`src/rtl/gir_pkg.sv`:
```
package gir_pkg;
  localparam int SEL_W    = 8;
  localparam int FILT_W   = 4;
  localparam int BOTH_OFS = 8;
  localparam int INV_OFS  = 16;
  localparam int WORD_MODE   = 0;
  localparam int WORD_SEL_LO = 1;
  localparam int WORD_SEL_HI = 2;
  localparam int WORD_FILT   = 3;
  localparam int WORD_COUNT  = 4;

  typedef enum logic [1:0] {
    TRIG_LEVEL = 2'd0,
    TRIG_EDGE  = 2'd1,
    TRIG_BOTH  = 2'd2
  } trig_e;
endpackage

```
`src/rtl/gir_sync.sv`:
```
module gir_sync #(
  parameter int W = 64
) (
  input  logic         clk,
  input  logic         rst,
  input  logic [W-1:0] d_i,
  output logic [W-1:0] q_o
);
  logic [W-1:0] meta;

  always_ff @(posedge clk) begin
    if (rst) begin
      meta <= '0;
      q_o  <= '0;
    end else begin
      meta <= d_i;
      q_o  <= meta;
    end
  end
endmodule

```
`src/rtl/gir_regs.sv`:
```
module gir_regs
  import gir_pkg::*;
#(
  parameter int NUM_CH = 8,
  parameter int ADDR_W = 6
) (
  input  logic                             clk,
  input  logic                             rst,
  input  logic                             we_i,
  input  logic [ADDR_W-1:0]                addr_i,
  input  logic [31:0]                      wdata_i,
  output logic [31:0]                      rdata_o,
  output logic [NUM_CH-1:0]                edge_en_o,
  output logic [NUM_CH-1:0]                both_en_o,
  output logic [NUM_CH-1:0]                inv_en_o,
  output logic [NUM_CH-1:0][SEL_W-1:0]     sel_o,
  output logic [NUM_CH-1:0][FILT_W-1:0]    filt_o
);
  localparam int WORD_W = ADDR_W - 2;

  logic [WORD_W-1:0] word;
  logic              hit;
  logic [31:0]       rd_next;

  assign word = addr_i[ADDR_W-1:2];
  assign hit  = (addr_i[1:0] == 2'b00) && (word < WORD_W'(WORD_COUNT));

  always_ff @(posedge clk) begin
    if (rst) begin
      edge_en_o <= '0;
      both_en_o <= '0;
      inv_en_o  <= '0;
      sel_o     <= '0;
      filt_o    <= '0;
    end else if (we_i && hit) begin
      if (word == WORD_W'(WORD_MODE)) begin
        edge_en_o <= wdata_i[NUM_CH-1:0];
        both_en_o <= wdata_i[BOTH_OFS +: NUM_CH];
        inv_en_o  <= wdata_i[INV_OFS +: NUM_CH];
      end
      for (int c = 0; c < NUM_CH; c++) begin
        if (word == WORD_W'(WORD_SEL_LO + c / 4))
          sel_o[c] <= wdata_i[(c % 4)*SEL_W +: SEL_W];
        if (word == WORD_W'(WORD_FILT))
          filt_o[c] <= wdata_i[c*FILT_W +: FILT_W];
      end
    end
  end

  always_comb begin
    rd_next = '0;
    if (hit) begin
      if (word == WORD_W'(WORD_MODE)) begin
        rd_next[NUM_CH-1:0]          = edge_en_o;
        rd_next[BOTH_OFS +: NUM_CH]  = both_en_o;
        rd_next[INV_OFS +: NUM_CH]   = inv_en_o;
      end
      for (int c = 0; c < NUM_CH; c++) begin
        if (word == WORD_W'(WORD_SEL_LO + c / 4))
          rd_next[(c % 4)*SEL_W +: SEL_W] = sel_o[c];
        if (word == WORD_W'(WORD_FILT))
          rd_next[c*FILT_W +: FILT_W] = filt_o[c];
      end
    end
  end

  always_ff @(posedge clk) begin
    if (rst) rdata_o <= '0;
    else     rdata_o <= rd_next;
  end
endmodule

```
`src/rtl/gir_chan.sv`:
```
module gir_chan
  import gir_pkg::*;
#(
  parameter int NUM_PADS = 64
) (
  input  logic                clk,
  input  logic                rst,
  input  logic [NUM_PADS-1:0] pads_i,
  input  logic [SEL_W-1:0]    sel_i,
  input  logic [FILT_W-1:0]   filt_i,
  input  logic                edge_en_i,
  input  logic                both_en_i,
  input  logic                inv_en_i,
  output logic                irq_o
);
  localparam int PAD_W = (NUM_PADS > 1) ? $clog2(NUM_PADS) : 1;
  localparam int CNT_W = FILT_W + 1;

  logic             raw;
  logic             cur;
  logic             prev;
  logic [CNT_W-1:0] cnt;
  logic [CNT_W-1:0] lim;
  trig_e            mode;
  logic             cur_v;
  logic             prev_v;

  // Selects at or above NUM_PADS read as a constant low pad.
  always_comb begin
    if ({1'b0, sel_i} < (SEL_W+1)'(NUM_PADS)) raw = pads_i[sel_i[PAD_W-1:0]];
    else                                      raw = 1'b0;
  end

  assign lim = {filt_i, 1'b0} - CNT_W'(1);

  always_ff @(posedge clk) begin
    if (rst) begin
      cur  <= 1'b0;
      prev <= 1'b0;
      cnt  <= '0;
    end else begin
      prev <= cur;
      if (filt_i == '0) begin
        cur <= raw;
        cnt <= '0;
      end else if (raw == cur) begin
        cnt <= '0;
      end else if (cnt == lim) begin
        cur <= raw;
        cnt <= '0;
      end else begin
        cnt <= cnt + CNT_W'(1);
      end
    end
  end

  always_comb begin
    if (both_en_i)      mode = TRIG_BOTH;
    else if (edge_en_i) mode = TRIG_EDGE;
    else                mode = TRIG_LEVEL;
  end

  // Edges are found on the stored raw samples, so a change of the invert bit
  // alone never looks like an edge.
  assign cur_v  = cur  ^ inv_en_i;
  assign prev_v = prev ^ inv_en_i;

  always_comb begin
    unique case (mode)
      TRIG_BOTH: irq_o = cur ^ prev;
      TRIG_EDGE: irq_o = cur_v & ~prev_v;
      default:   irq_o = cur_v;
    endcase
  end
endmodule

```
`src/rtl/gpio_irq_route.sv`:
```
module gpio_irq_route
  import gir_pkg::*;
#(
  parameter int NUM_PADS = 64,
  parameter int NUM_CH   = 8,
  parameter int ADDR_W   = 6
) (
  input  logic                clk,
  input  logic                rst,
  input  logic [NUM_PADS-1:0] pad_i,
  input  logic                cfg_we,
  input  logic [ADDR_W-1:0]   cfg_addr,
  input  logic [31:0]         cfg_wdata,
  output logic [31:0]         cfg_rdata,
  output logic [NUM_CH-1:0]   irq_o
);
  logic [NUM_PADS-1:0]           pads_s;
  logic [NUM_CH-1:0]             edge_en;
  logic [NUM_CH-1:0]             both_en;
  logic [NUM_CH-1:0]             inv_en;
  logic [NUM_CH-1:0][SEL_W-1:0]  sel;
  logic [NUM_CH-1:0][FILT_W-1:0] filt;

  gir_sync #(.W(NUM_PADS)) u_sync (
    .clk (clk),
    .rst (rst),
    .d_i (pad_i),
    .q_o (pads_s)
  );

  gir_regs #(.NUM_CH(NUM_CH), .ADDR_W(ADDR_W)) u_regs (
    .clk       (clk),
    .rst       (rst),
    .we_i      (cfg_we),
    .addr_i    (cfg_addr),
    .wdata_i   (cfg_wdata),
    .rdata_o   (cfg_rdata),
    .edge_en_o (edge_en),
    .both_en_o (both_en),
    .inv_en_o  (inv_en),
    .sel_o     (sel),
    .filt_o    (filt)
  );

  for (genvar c = 0; c < NUM_CH; c++) begin : g_ch
    gir_chan #(.NUM_PADS(NUM_PADS)) u_chan (
      .clk       (clk),
      .rst       (rst),
      .pads_i    (pads_s),
      .sel_i     (sel[c]),
      .filt_i    (filt[c]),
      .edge_en_i (edge_en[c]),
      .both_en_i (both_en[c]),
      .inv_en_i  (inv_en[c]),
      .irq_o     (irq_o[c])
    );
  end
endmodule

```
`config.mk`:
```
export PLATFORM = sky130hd
export DESIGN_NAME = gpio_irq_route
export DESIGN_NICKNAME = d
export VERILOG_FILES = /design/src/rtl/gir_pkg.sv /design/src/rtl/gir_sync.sv /design/src/rtl/gir_regs.sv /design/src/rtl/gir_chan.sv /design/src/rtl/gpio_irq_route.sv
export SDC_FILE = /design/constraint.sdc
export NUM_CORES = 1
export LEC_CHECK = 0
export ABC_AREA = 1
export ABC_CLOCK_PERIOD_IN_PS = 1640
export CAP_MARGIN = 10
export CORE_ASPECT_RATIO = 0.75
export CORE_UTILIZATION = 30
export CTS_CLUSTER_DIAMETER = 150
export DETAILED_ROUTE_END_ITERATION = 16
export DONT_BUFFER_PORTS = 1
export PLACE_DENSITY = 0.54
export REMOVE_ABC_BUFFERS = 1
export SYNTH_ARGS = -nofsm -noshare
export SYNTH_HDL_FRONTEND = slang
export SYNTH_SLANG_ARGS = --single-unit
```
`constraint.sdc`:
```
create_clock -name clk -period 1.64 [get_ports clk]
set_input_delay 0.164 -clock clk [delete_from_list [all_inputs] [get_ports clk]]
set_output_delay 0.164 -clock clk [all_outputs]
set_load 0.02 [all_outputs]
```
==> impl_metrics.ini <==
[clock_tree]
clkLatencyLatePin_ps = 570
path_clk_slew_ps = 70
cts.sinks = 336
cts_inserted_buffers = 37
ctsHoldBuffers = 224
h-tree-depth = 2
clockRootBuffer = clkbuf_16
ctsLongestPathBuffers = 3
cts_tree = built

[setup_path]
worstPathRequired_ps = 2140
critPathArrivalTime_ps = 2300
cpPeakStageDelay_ps = 380
worstSetupPathDepth = 14
critPathCaptureType = flip-flop
reg2reg_depth = 14
cp_cell_sequence = inv_8 -> clkbuf_16 -> nand2_1 -> nand3_1 -> nand3_1 -> nand2_1 -> nand2_1 -> nand3_1 -> nand3_1 -> nand2_2 -> nand2_2 -> nand2_2 -> nand3_4 -> nor2_2
start_kind = flip-flop
worst-setup-path-type = reg -> reg
cp_slowest_cell = dfxtp_4
path_buf_inv = 2
cp_common_cell = nand3_1
path_max_fanout = 8
critical-path-top-delay-family = simple AND/OR/NAND/NOR gates

[pwr]
irDropWorstVdd_uv = 598
cellLeakagePower_nw = 11.1
powerDensity_nw_per_um2 = 712
pwr-share-comb_pct = 10.1
p_switching_w = 0.00467
power_frac_seq_pct = 44.1
sw_frac_of_total_pct = 24.5
p_int_w = 0.0144
clkPwrFrac_pct = 45.8

[synth]
ys_warn_count = 0
netlist_area_um2 = 17800
synth_edf_count = 0
avgSynthCellArea_um2 = 6.46
yosysSeqAreaShare_pct = 37.9
synth_seq_cells = 336
synth.most_common_cell = nand2_1
netlist.area_leader.share_pct = 37.9
synth_cell_types = 33
netlist_instances = 2748
synth_area_leaders = dfxtp_1 38%, nand2_1 15%, nand3_1 13%
synth_area_leader_cell = dfxtp_1
yosys-top-cells-count = 730 x nand2_1, 474 x nand3_1, 336 x dfxtp_1
async_reset_ff_share_pct = 0
synth_top_flop_cell = dfxtp_1

[route]
vias = 19946
postRouteAntennaNets = 0
drt_iter0_markers = 1859
firstDrtPassIters = 6
wirelength_um = 73000
drc = 0
wl_per_cell_um = 18.9
viasPerCell = 5.16

[sta]
worst_pin_slew_ps = 537
fmax_ghz = 0.558
hold_viol_final = 40
skew_ps = 28.5
min_period_over_period_pct = 109
slew_headroom_pct = 64.1
hold_ws_ps = -185
post-route-min-period_ps = 1790
slew_viol_final = 0
rsz0062_at_grt = yes
setup-violations-final = 45
fin_ws_ps = -153

[floorplan]
io_pins = 145
die_width_um = 283
core_area_um2 = 57900
start_util_pct = 30.7
row_count = 76
die_area_um2 = 60200
die_h_um = 213

[finish]
num-nets-final = 3176
drive_above_1_share_pct = 26.0
area_growth_syn_to_layout_pct = 50.5

[global_route]
first_global_vias = 18868
grt_max_degree = 146
grt_pass1_wl_um = 107000
grt_overflow = 0
gr-usage-all-layers_pct = 23.0
antenna_found_initial = 7

[min_path]
hp-class = in -> reg
whs_path_depth = 3

[status]
violations = hold timing, setup timing
status = complete, but fails checks

[place]
pre_cts_ws_ps = -220
gp_congestion = 0.897
io_buffers = 0
dpl.hpwl_um = 47700

[run]
drv_cap = 0
-- worst paths after layout --
path / start / slack, ps / end
hold / removal: rst / -190 / g_ch[5].u_chan.cnt[0]
hold reg to reg: g_ch[7].u_chan.cnt[0] / 460 / g_ch[7].u_chan.cnt[0]
setup reg to reg: u_regs.sel_o[48] / -150 / g_ch[6].u_chan.cnt[3]
setup / recovery: u_regs.sel_o[48] / -150 / g_ch[6].u_chan.cnt[3]
-- cell type report --
cell class | count | area (µm²)
clock buffer | 47 | 993
antenna | 2 | 5.00
timing repair buffer | 494 | 6180
clock inverter | 18 | 251
sequential | 336 | 6800
inverter | 253 | 1030
multi-input combinational | 1933 | 10500
fill | 5618 | 31200
tap | 780 | 976
-- logic make-up (layout without fill, tap and decap cells) --
group           after synthesis  in the layout  share of synthesized area (%)
simple gates               1537           1537                           36.5
xor+xnor                     64             64                           3.16
other cells                   0              2                              0
flops                       336            336                           37.9
fa+ha+maj                    16             16                           1.13
compound gates              316            316                           9.57
buf+inv                     479            812                           11.8
-- layer usage --
| metal | global-route usage (%) | wire length [µm] | part of all wire, % | up-vias |
|---|---|---|---|---|
| met5 | 0 | 40 | 0.055 | - |
| met4 | 7.89 | 2480 | 3.4 | 6 |
| met3 | 5.05 | 7250 | 9.9 | 180 |
| met2 | 35.8 | 31900 | 44 | 1002 |
| met1 | 31.2 | 31400 | 43 | 9387 |
| li1 | - | - | - | 9371 |
-- registers in the layout (all words and copies together), names as in the netlist --
register	cells
u_sync.q_o	64
u_sync.meta	64
u_regs.filt_o	32
u_regs.edge_en_o	8
g_ch.u_chan.cnt	40
g_ch.u_chan.cur	8
u_regs.both_en_o	8
u_regs.sel_o	64
u_regs.inv_en_o	8
g_ch.u_chan.prev	8
u_regs.rdata_o	32
-- through the flow --
step	instance area [µm²]	utilization, %	total power [W]	setup TNS (ps)	std cells
2_1_floorplan	16600	-	0.00917	-92500	2522
3_3_place_gp	20200	34.9	0.00986	-4590	3507
3_5_place_dp	20200	34.9	0.00987	-6580	3507
4_1_cts	24800	42.9	0.0191	-2670	3834
5_1_grt	26700	46.2	0.0197	-8050	3863
6_report	26700	46.2	0.0190	-4250	3863
-- placed cells by master, fill, tap and decap left out, drive strengths merged, types with 3 or more instances in the layout --
| cell | Yosys | layout |
|---|---|---|
| a21oi | 123 | 123 |
| a221oi | 17 | 17 |
| a41oi | 5 | 5 |
| buf | 161 | 251 |
| bufinv | 0 | 5 |
| clkbuf | 65 | 66 |
| clkinv | 8 | 18 |
| clkinvlp | 0 | 3 |
| dfxtp | 336 | 336 |
| dlygate4sd3 | 0 | 224 |
| ha | 16 | 16 |
| inv | 245 | 245 |
| nand2 | 730 | 730 |
| nand3 | 482 | 482 |
| nand4 | 5 | 5 |
| nor2 | 313 | 313 |
| nor3 | 5 | 5 |
| o21ai | 151 | 151 |
| o22ai | 14 | 14 |
| xnor2 | 30 | 30 |
| xor2 | 34 | 34 |
-- worst register-to-register path: stages (launching register included) --
cell       delay [ps]
dfxtp_4           380
inv_8              90
clkbuf_16         160
nand2_1            50
nand3_1            60
nand3_1            90
nand2_1            80
nand2_1            60
nand3_1            90
nand3_1            80
nand2_2           130
nand2_2            80
nand2_2            90
nand3_4           160
nor2_2            150
-- what timing repair did --
action / in CTS / in global routing
endpoints found under the hold margin: 298 / 40
setup endpoints to repair: 55 / 55
buffers inserted: 21 / 10
gates cloned: 17 / 19
resized for setup: 197 / 385
pin swaps: 68 / 168
-- power by group through the flow --
| stage | Clock [W] | Combinational, W | Sequential, W |
|---|---|---|---|
| after global placement | 0 | 0.00126 | 0.00860 |
| after floorplan | 0 | 0.000536 | 0.00863 |
| final | 0.00872 | 0.00192 | 0.00840 |
| after detailed placement | 0 | 0.00127 | 0.00860 |
| after CTS | 0.00895 | 0.00175 | 0.00841 |
| after global routing | 0.00924 | 0.00204 | 0.00842 |
(Power assumes the default switching activity.)
